==> src/rtl/dsk_attn_pkg.sv <==
package dsk_attn_pkg;
  localparam int CTL_RST_BIT = 7;
  localparam int CTL_DMA_BIT = 1;
  localparam int CTL_IE_BIT  = 0;

  localparam logic [2:0] DEV_ADAPTER = 3'd7;
  localparam logic [2:0] DEV_DRIVE0  = 3'd0;
  localparam logic [2:0] DEV_DRIVE1  = 3'd1;

  localparam logic [4:0] REQ_CMD = 5'h01;
  localparam logic [4:0] REQ_EOI = 5'h02;
  localparam logic [4:0] REQ_RST = 5'h04;

  localparam logic [3:0] EVT_XFER_READY = 4'hB;
  localparam logic [3:0] CODE_RST_DONE  = 4'hA;

  // low six status bits: [5] cmd in progress, [4] busy, [3] out full,
  // [2] cmd-in full (unused), [1] transfer request, [0] interrupt
  localparam logic [5:0] ST_BUSY     = 6'h10;
  localparam logic [5:0] ST_XFER     = 6'h23;
  localparam logic [5:0] ST_DONE     = 6'h09;
  localparam logic [5:0] ST_RST_DONE = 6'h0B;

  localparam logic [7:0] IRQST_POWERUP = 8'hFF;
endpackage

==> src/rtl/dsk_attn_decode.sv <==
module dsk_attn_decode
  import dsk_attn_pkg::*;
(
  input  logic       wr,
  input  logic [7:0] attn,
  output logic       is_cmd,
  output logic       is_eoi,
  output logic       is_rst,
  output logic       is_bad,
  output logic [2:0] dev
);
  logic [4:0] req;
  logic       dev_ok;

  assign dev    = attn[7:5];
  assign req    = attn[4:0];
  assign dev_ok = (dev == DEV_ADAPTER) || (dev == DEV_DRIVE0) || (dev == DEV_DRIVE1);

  assign is_cmd = wr && dev_ok && (req == REQ_CMD);
  assign is_eoi = wr && dev_ok && (req == REQ_EOI);
  assign is_rst = wr && (dev == DEV_ADAPTER) && (req == REQ_RST);
  assign is_bad = wr && !(is_cmd || is_eoi || is_rst);
endmodule

==> src/rtl/dsk_rst_timer.sv <==
module dsk_rst_timer #(
  parameter int unsigned RST_CYCLES = 25000
) (
  input  logic clk,
  input  logic rst_n,
  input  logic start,
  input  logic cancel,
  output logic active,
  output logic done
);
  localparam int unsigned CW = $clog2(RST_CYCLES + 1);
  localparam logic [CW-1:0] LOAD = CW'(RST_CYCLES);
  localparam logic [CW-1:0] ONE  = CW'(1);

  logic [CW-1:0] cnt_q;
  logic          act_q;

  assign active = act_q;
  assign done   = act_q && (cnt_q == ONE) && !start && !cancel;

  always_ff @(posedge clk or negedge rst_n) begin
    if (!rst_n) begin
      act_q <= 1'b1;
      cnt_q <= LOAD;
    end else if (cancel) begin
      act_q <= 1'b0;
    end else if (start) begin
      act_q <= 1'b1;
      cnt_q <= LOAD;
    end else if (act_q) begin
      if (cnt_q == ONE) act_q <= 1'b0;
      else              cnt_q <= cnt_q - ONE;
    end
  end
endmodule

==> src/rtl/dsk_attn_front.sv <==
module dsk_attn_front
  import dsk_attn_pkg::*;
#(
  parameter int unsigned RST_CYCLES = 25000
) (
  input  logic       clk,
  input  logic       rst_n,
  input  logic       wr_en,
  input  logic       wr_sel,
  input  logic [7:0] wr_data,
  input  logic       rd_en,
  input  logic       rd_sel,
  output logic [7:0] rd_data,
  input  logic       cmd_words_done,
  input  logic       evt_valid,
  output logic       evt_ready,
  input  logic [3:0] evt_code,
  input  logic [2:0] evt_dev,
  output logic       seq_rewind,
  output logic       seq_start,
  output logic       seq_eoi,
  output logic       seq_reset,
  output logic [2:0] seq_dev,
  output logic       irq_o,
  output logic       err_o
);
  logic       ctrl_rst_q, ctrl_dma_q, ctrl_ie_q;
  logic [5:0] stat_q;
  logic       irq_latch_q;
  logic [7:0] irqst_q;
  logic       collect_q;
  logic [2:0] cmd_dev_q;

  logic       wr_ctrl, wr_attn, rel, hold, rst_go;
  logic       d_cmd, d_eoi, d_rst, d_bad;
  logic [2:0] d_dev;
  logic       cmd_ok, cmd_dup, evt_fire;
  logic       tmr_active, tmr_done;

  assign wr_ctrl = wr_en && !wr_sel;
  assign wr_attn = wr_en && wr_sel;
  assign rel     = wr_ctrl && ctrl_rst_q && !wr_data[CTL_RST_BIT];
  assign hold    = wr_ctrl && !ctrl_rst_q && wr_data[CTL_RST_BIT];

  dsk_attn_decode u_dec (
    .wr     (wr_attn),
    .attn   (wr_data),
    .is_cmd (d_cmd),
    .is_eoi (d_eoi),
    .is_rst (d_rst),
    .is_bad (d_bad),
    .dev    (d_dev)
  );

  assign rst_go  = rel || d_rst;
  assign cmd_ok  = d_cmd && !collect_q;
  assign cmd_dup = d_cmd && collect_q;

  dsk_rst_timer #(.RST_CYCLES(RST_CYCLES)) u_tmr (
    .clk    (clk),
    .rst_n  (rst_n),
    .start  (rst_go),
    .cancel (hold),
    .active (tmr_active),
    .done   (tmr_done)
  );

  assign evt_ready = !tmr_active && !ctrl_rst_q;
  assign evt_fire  = evt_valid && evt_ready;

  assign rd_data = rd_sel ? irqst_q : {ctrl_dma_q, irq_latch_q, stat_q};
  assign irq_o   = irq_latch_q && ctrl_ie_q;

  // later statements win: read side effect, then sequencer, then host writes
  always_ff @(posedge clk or negedge rst_n) begin
    if (!rst_n) begin
      ctrl_rst_q  <= 1'b0;
      ctrl_dma_q  <= 1'b0;
      ctrl_ie_q   <= 1'b0;
      stat_q      <= ST_BUSY;
      irq_latch_q <= 1'b0;
      irqst_q     <= IRQST_POWERUP;
      collect_q   <= 1'b0;
      cmd_dev_q   <= DEV_ADAPTER;
      err_o       <= 1'b0;
      seq_rewind  <= 1'b0;
      seq_start   <= 1'b0;
      seq_eoi     <= 1'b0;
      seq_reset   <= 1'b0;
      seq_dev     <= DEV_ADAPTER;
    end else begin
      seq_rewind <= 1'b0;
      seq_start  <= 1'b0;
      seq_eoi    <= 1'b0;
      seq_reset  <= 1'b0;

      if (rd_en && rd_sel) stat_q[0] <= 1'b0;

      if (evt_fire) begin
        stat_q      <= (evt_code == EVT_XFER_READY) ? ST_XFER : ST_DONE;
        irq_latch_q <= 1'b1;
        irqst_q     <= {evt_dev, 1'b0, evt_code};
      end
      if (tmr_done) begin
        stat_q      <= ST_RST_DONE;
        irq_latch_q <= 1'b1;
        irqst_q     <= {DEV_ADAPTER, 1'b0, CODE_RST_DONE};
      end

      if (wr_ctrl) begin
        ctrl_rst_q <= wr_data[CTL_RST_BIT];
        ctrl_dma_q <= wr_data[CTL_DMA_BIT];
        ctrl_ie_q  <= wr_data[CTL_IE_BIT];
      end

      if (rst_go || hold) begin
        stat_q      <= ST_BUSY;
        irq_latch_q <= 1'b0;
        collect_q   <= 1'b0;
        seq_reset   <= 1'b1;
        seq_dev     <= DEV_ADAPTER;
      end
      if (rst_go) err_o <= 1'b0;
      if (cmd_dup || d_bad) err_o <= 1'b1;

      if (cmd_ok) begin
        collect_q  <= 1'b1;
        cmd_dev_q  <= d_dev;
        stat_q[4]  <= 1'b1;
        seq_rewind <= 1'b1;
        seq_dev    <= d_dev;
      end
      if (d_eoi) begin
        irq_latch_q <= 1'b0;
        stat_q[0]   <= 1'b0;
        seq_eoi     <= 1'b1;
        seq_dev     <= d_dev;
      end
      if (cmd_words_done && collect_q) begin
        collect_q <= 1'b0;
        stat_q    <= ST_BUSY;
        seq_start <= 1'b1;
        seq_dev   <= cmd_dev_q;
      end
    end
  end
endmodule

==> config.mk <==
export PLATFORM = sky130hd
export DESIGN_NAME = dsk_attn_front
export DESIGN_NICKNAME = d
export VERILOG_FILES = /design/src/rtl/dsk_attn_pkg.sv /design/src/rtl/dsk_attn_decode.sv /design/src/rtl/dsk_rst_timer.sv /design/src/rtl/dsk_attn_front.sv
export SDC_FILE = /design/constraint.sdc
export NUM_CORES = 1
export LEC_CHECK = 0
export BUFFER_PORTS_ARGS = -buffer_cell sky130_fd_sc_hd__buf_2
export CAP_MARGIN = 15
export CORE_UTILIZATION = 35
export DETAILED_ROUTE_END_ITERATION = 6
export PLACE_DENSITY = 0.57
export REMOVE_ABC_BUFFERS = 1
export SETUP_SLACK_MARGIN = 0.4
export SLEW_MARGIN = 15
export SYNTH_ARGS = -nofsm -noshare
export SYNTH_HDL_FRONTEND = slang
export SYNTH_SLANG_ARGS = --single-unit
==> constraint.sdc <==
create_clock -name clk -period 1.8 [get_ports clk]
set_input_delay 0 -clock clk [delete_from_list [all_inputs] [get_ports clk]]
set_output_delay 0 -clock clk [all_outputs]
set_load 0.1 [all_outputs]
==> flow_summary_export.csv <==
group,metric,value,unit
outcome,outcome,"complete, but fails checks",
outcome,violations,"setup timing",
yosys,synth_top_area_share,23.72,%
min_path,holdPathStages,3,
clock_tree,cts.clk_slew.worst_paths,0.10,ns
critical_path,rr_worst_depth,7,
critical_path,cp-start-kind,"register",
critical_path,worstPathArrival,2.17,ns
detailed_routing,first_iter_violations,69,
placement,post-place-cells,386,
detailed_routing,met3_length,242,um
clock_tree,clock_latency,0.31,ns
pwr,vdd_drop_max,0.4212,mV
sta,fin_hold_ws,0.01911,ns
detailed_routing,antenna_left,0,
yosys,ys_seq_elements,45,
yosys,ys_async_sr_fraction,100.0,%
floorplan,initial_core_util,36.07,%
placement,placed_area,2935,um^2
final_layout,fin_area,3428,um^2
placement,port_buffers,40,
clock_tree,cts_root_buf,"clkbuf_8",
critical_path,crit_fanout,12,
floorplan,io_pins,41,
floorplan,num_rows,30,
final_layout,area_growth,40.66,%
critical_path,crit_path_end_kind,"register",
pwr,powerDensity,1183,nW/um^2
detailed_routing,maxUsedRoutingLayer,"met4",
sta,min_period,1.934,ns
pwr,leakagePower,0.001532,uW
floorplan,core_area,6756,um^2
detailed_routing,post_drt_wl_per_cell,15.22,um
yosys,synth_edf_count,0,
min_path,min_to,"collect_q",
sta,fin_crit_sh,107.5,%
detailed_routing,routed_wl,6302,um
clock_tree,cts_tree,"done",
min_path,hp-start,"cmd_words_done",
final_layout,num_antenna_cells,0,
clock_tree,h-tree-depth,2,
yosys,syn_inst,246,
detailed_routing,via_per_inst,5.389,
min_path,min_path_type,"in2reg",
grt,grt_pass1_vias,2150,
floorplan,die_area,7302,um^2
sta,fmax,0.5170,GHz
sta,drv_slew,0,
yosys,synth-seq-area-share,47.33,%
clock_tree,clock_sink_count,45,
yosys,yosysWarnings,0,
yosys,synth_top_area_cell,"dfstp_2",
critical_path,r2r_slack,-0.13,ns
floorplan,die_w,85.45,um
yosys,yosys-top-cells-area,"dfstp_2 (24%), dfrtp_1 (24%), nand2_1 (5.1%)",
yosys,synth_cell_types,52,
sta,hold_viol,0,
placement,dp_hpwl,4462,um
critical_path,rr_startpoint,"u_tmr.cnt_q[1]",
grt,grt_antenna_before_repair,0,
floorplan,die_h,85.45,um
sta,rsz0062_at_grt,"true",
final_layout,instances_no_fill,414,
final_layout,drive_gt1_share,47.01,%
critical_path,criticalPathCategory,"reg2reg",
grt,grt_max_degree,25,
placement,gp_congestion,0.8085,
grt,grt_pass1_wl,10470,um
flow_run,maxCapViolCount,0,
yosys,synthMostInstantiatedCell,"nand2_1",
critical_path,cp.required,2.04,ns
final_layout,fill_cells,624,
sta,fin_worst_skew,0.01348,ns
yosys,avgSynthCellArea,9.908,um^2
detailed_routing,dr_total_vias,2231,
final_layout,nets,358,
sta,layout_setup_ws,-0.1342,ns
yosys,netlist_area,2437,um^2
detailed_routing,met2_length,3051,um
detailed_routing,dr.pass1.iters,5,
sta,tightest_slew,0.5423,ns
yosys,synthFlopType,"dfrtp_1",
grt,gr-total-overflow,0,
clock_tree,numCtsBuffers,5,
placement,post-place-ws,-0.2103,ns
sta,finalSetupViolCount,23,
detailed_routing,wl_met1,2909,um
detailed_routing,drc,0,
yosys,netlist_top_cells_count,"nand2_1 (33), dfrtp_1 (23), dfstp_2 (22)",
sta,slew-limit-headroom,63.85,%
critical_path,rr_endpoint,"stat_q[4]",
clock_tree,cts_buffer_depth,2,
grt,track_usage,18.38,%
==> state kept, by name, indices dropped and copies added, names as in the netlist <==
signal        cells
cmd_dev_q         3
collect_q         1
ctrl_dma_q        1
ctrl_ie_q         1
ctrl_rst_q        1
err_o             1
irq_latch_q       1
irqst_q           8
seq_dev           3
seq_eoi           1
seq_reset         1
seq_rewind        1
seq_start         1
stat_q            5
u_tmr.active      1
u_tmr.cnt_q      15
==> final cells by class <==
cell class                      instances  area, um^2  share of cell area [%]
Tap cell                               80       100.1                   2.920
Clock buffer                            5       68.82                   2.007
Inverter                                8       30.03                  0.8759
Clock inverter                          3       22.52                  0.6569
Timing Repair Buffer                   91       693.2                   20.22
Multi-Input combinational cell        182        1359                   39.63
Sequential cell                        45        1155                   33.69
==> worst max-delay path by stage <==
stage | endpoint | slack [ns] | startpoint
global placement | u_tmr.cnt_q[3] | -0.17 | u_tmr.cnt_q[1]
floorplan | stat_q[4] | -0.78 | ctrl_rst_q
finish | stat_q[4] | -0.13 | u_tmr.cnt_q[1]
global route | stat_q[4] | -0.22 | u_tmr.cnt_q[1]
detailed placement | u_tmr.cnt_q[3] | -0.21 | u_tmr.cnt_q[1]
CTS | stat_q[4] | -0.13 | u_tmr.cnt_q[1]
==> kinds of logic (layout without fill, tap and decap cells) <==
family / after synthesis / after routing / synth area share, %
muxes: 13 / 13 / 5.750
xor gates and xnor gates: 1 / 1 / 0.3594
DFF: 45 / 45 / 47.33
and+or+nand+nor: 122 / 122 / 29.31
AOI/OAI and AO/OA: 44 / 44 / 12.53
buffers and inverters: 19 / 107 / 3.696
adders and majority gates: 2 / 2 / 1.027
==> routing by layer <==
| layer | vias to the layer above | track usage [%] |
|---|---|---|
| met5 | - | 0 |
| met4 | 0 | 6.061 |
| met3 | 9 | 3.210 |
| met2 | 50 | 30.84 |
| met1 | 1101 | 24.07 |
| li1 | 1071 | - |
==> layout by cell type (no fill, tap or decap), types with 3 or more instances in the layout <==
cell type and n:
inv_1 6, or4_4 3, nor3_1 5, or3_4 3, o31ai_1 4, nand2b_1 3, a211oi_1 3, buf_4 36
nand3_1 6, nand2_1 33, nand3_2 4, nor2_1 13, a211oi_2 4, dfstp_2 22, a21oi_2 4, a21oi_1 6
dfrtp_1 22, mux2_2 8, or3_1 7, nor4_1 6, mux2i_1 5, o21ai_0 6, or4_1 4, and2_1 4
o21ai_1 3, and3_1 5, buf_6 8, dlygate4sd3_1 13, clkbuf_8 5, buf_2 31
==> per-stage QoR <==
stage	total power, uW	setup TNS, ns	utilization, %
after floorplan	2497	-13.85	-
after global placement	2981	-2.488	43.44
after detailed placement	3010	-3.406	43.44
after CTS	3966	-1.727	49.33
final	4056	-1.721	50.74
after global routing	4301	-4.186	50.74
==> critical path: stages, from the launching register on <==
cell,delay (ns)
dfrtp_1,0.41
inv_2,0.09
ha_4,0.12
or4b_4,0.46
nor4_4,0.20
buf_12,0.18
a21oi_2,0.10
a211o_1,0.31
==> power breakdown <==
part,internal (uW),switching [uW]
clock,276,375
combinational,812,1080
sequential,1320,191
total,2410,1640
==> what timing repair did <==
item	in CTS	in global routing
hold endpoints to repair	23	0
gates resized for setup	37	21
setup buffers	5	2
cloned	0	0
pin swaps	12	7
endpoints found under the setup margin	40	34
hold buffers	13	0
No activity file was read; power rests on OpenSTA's default activity.
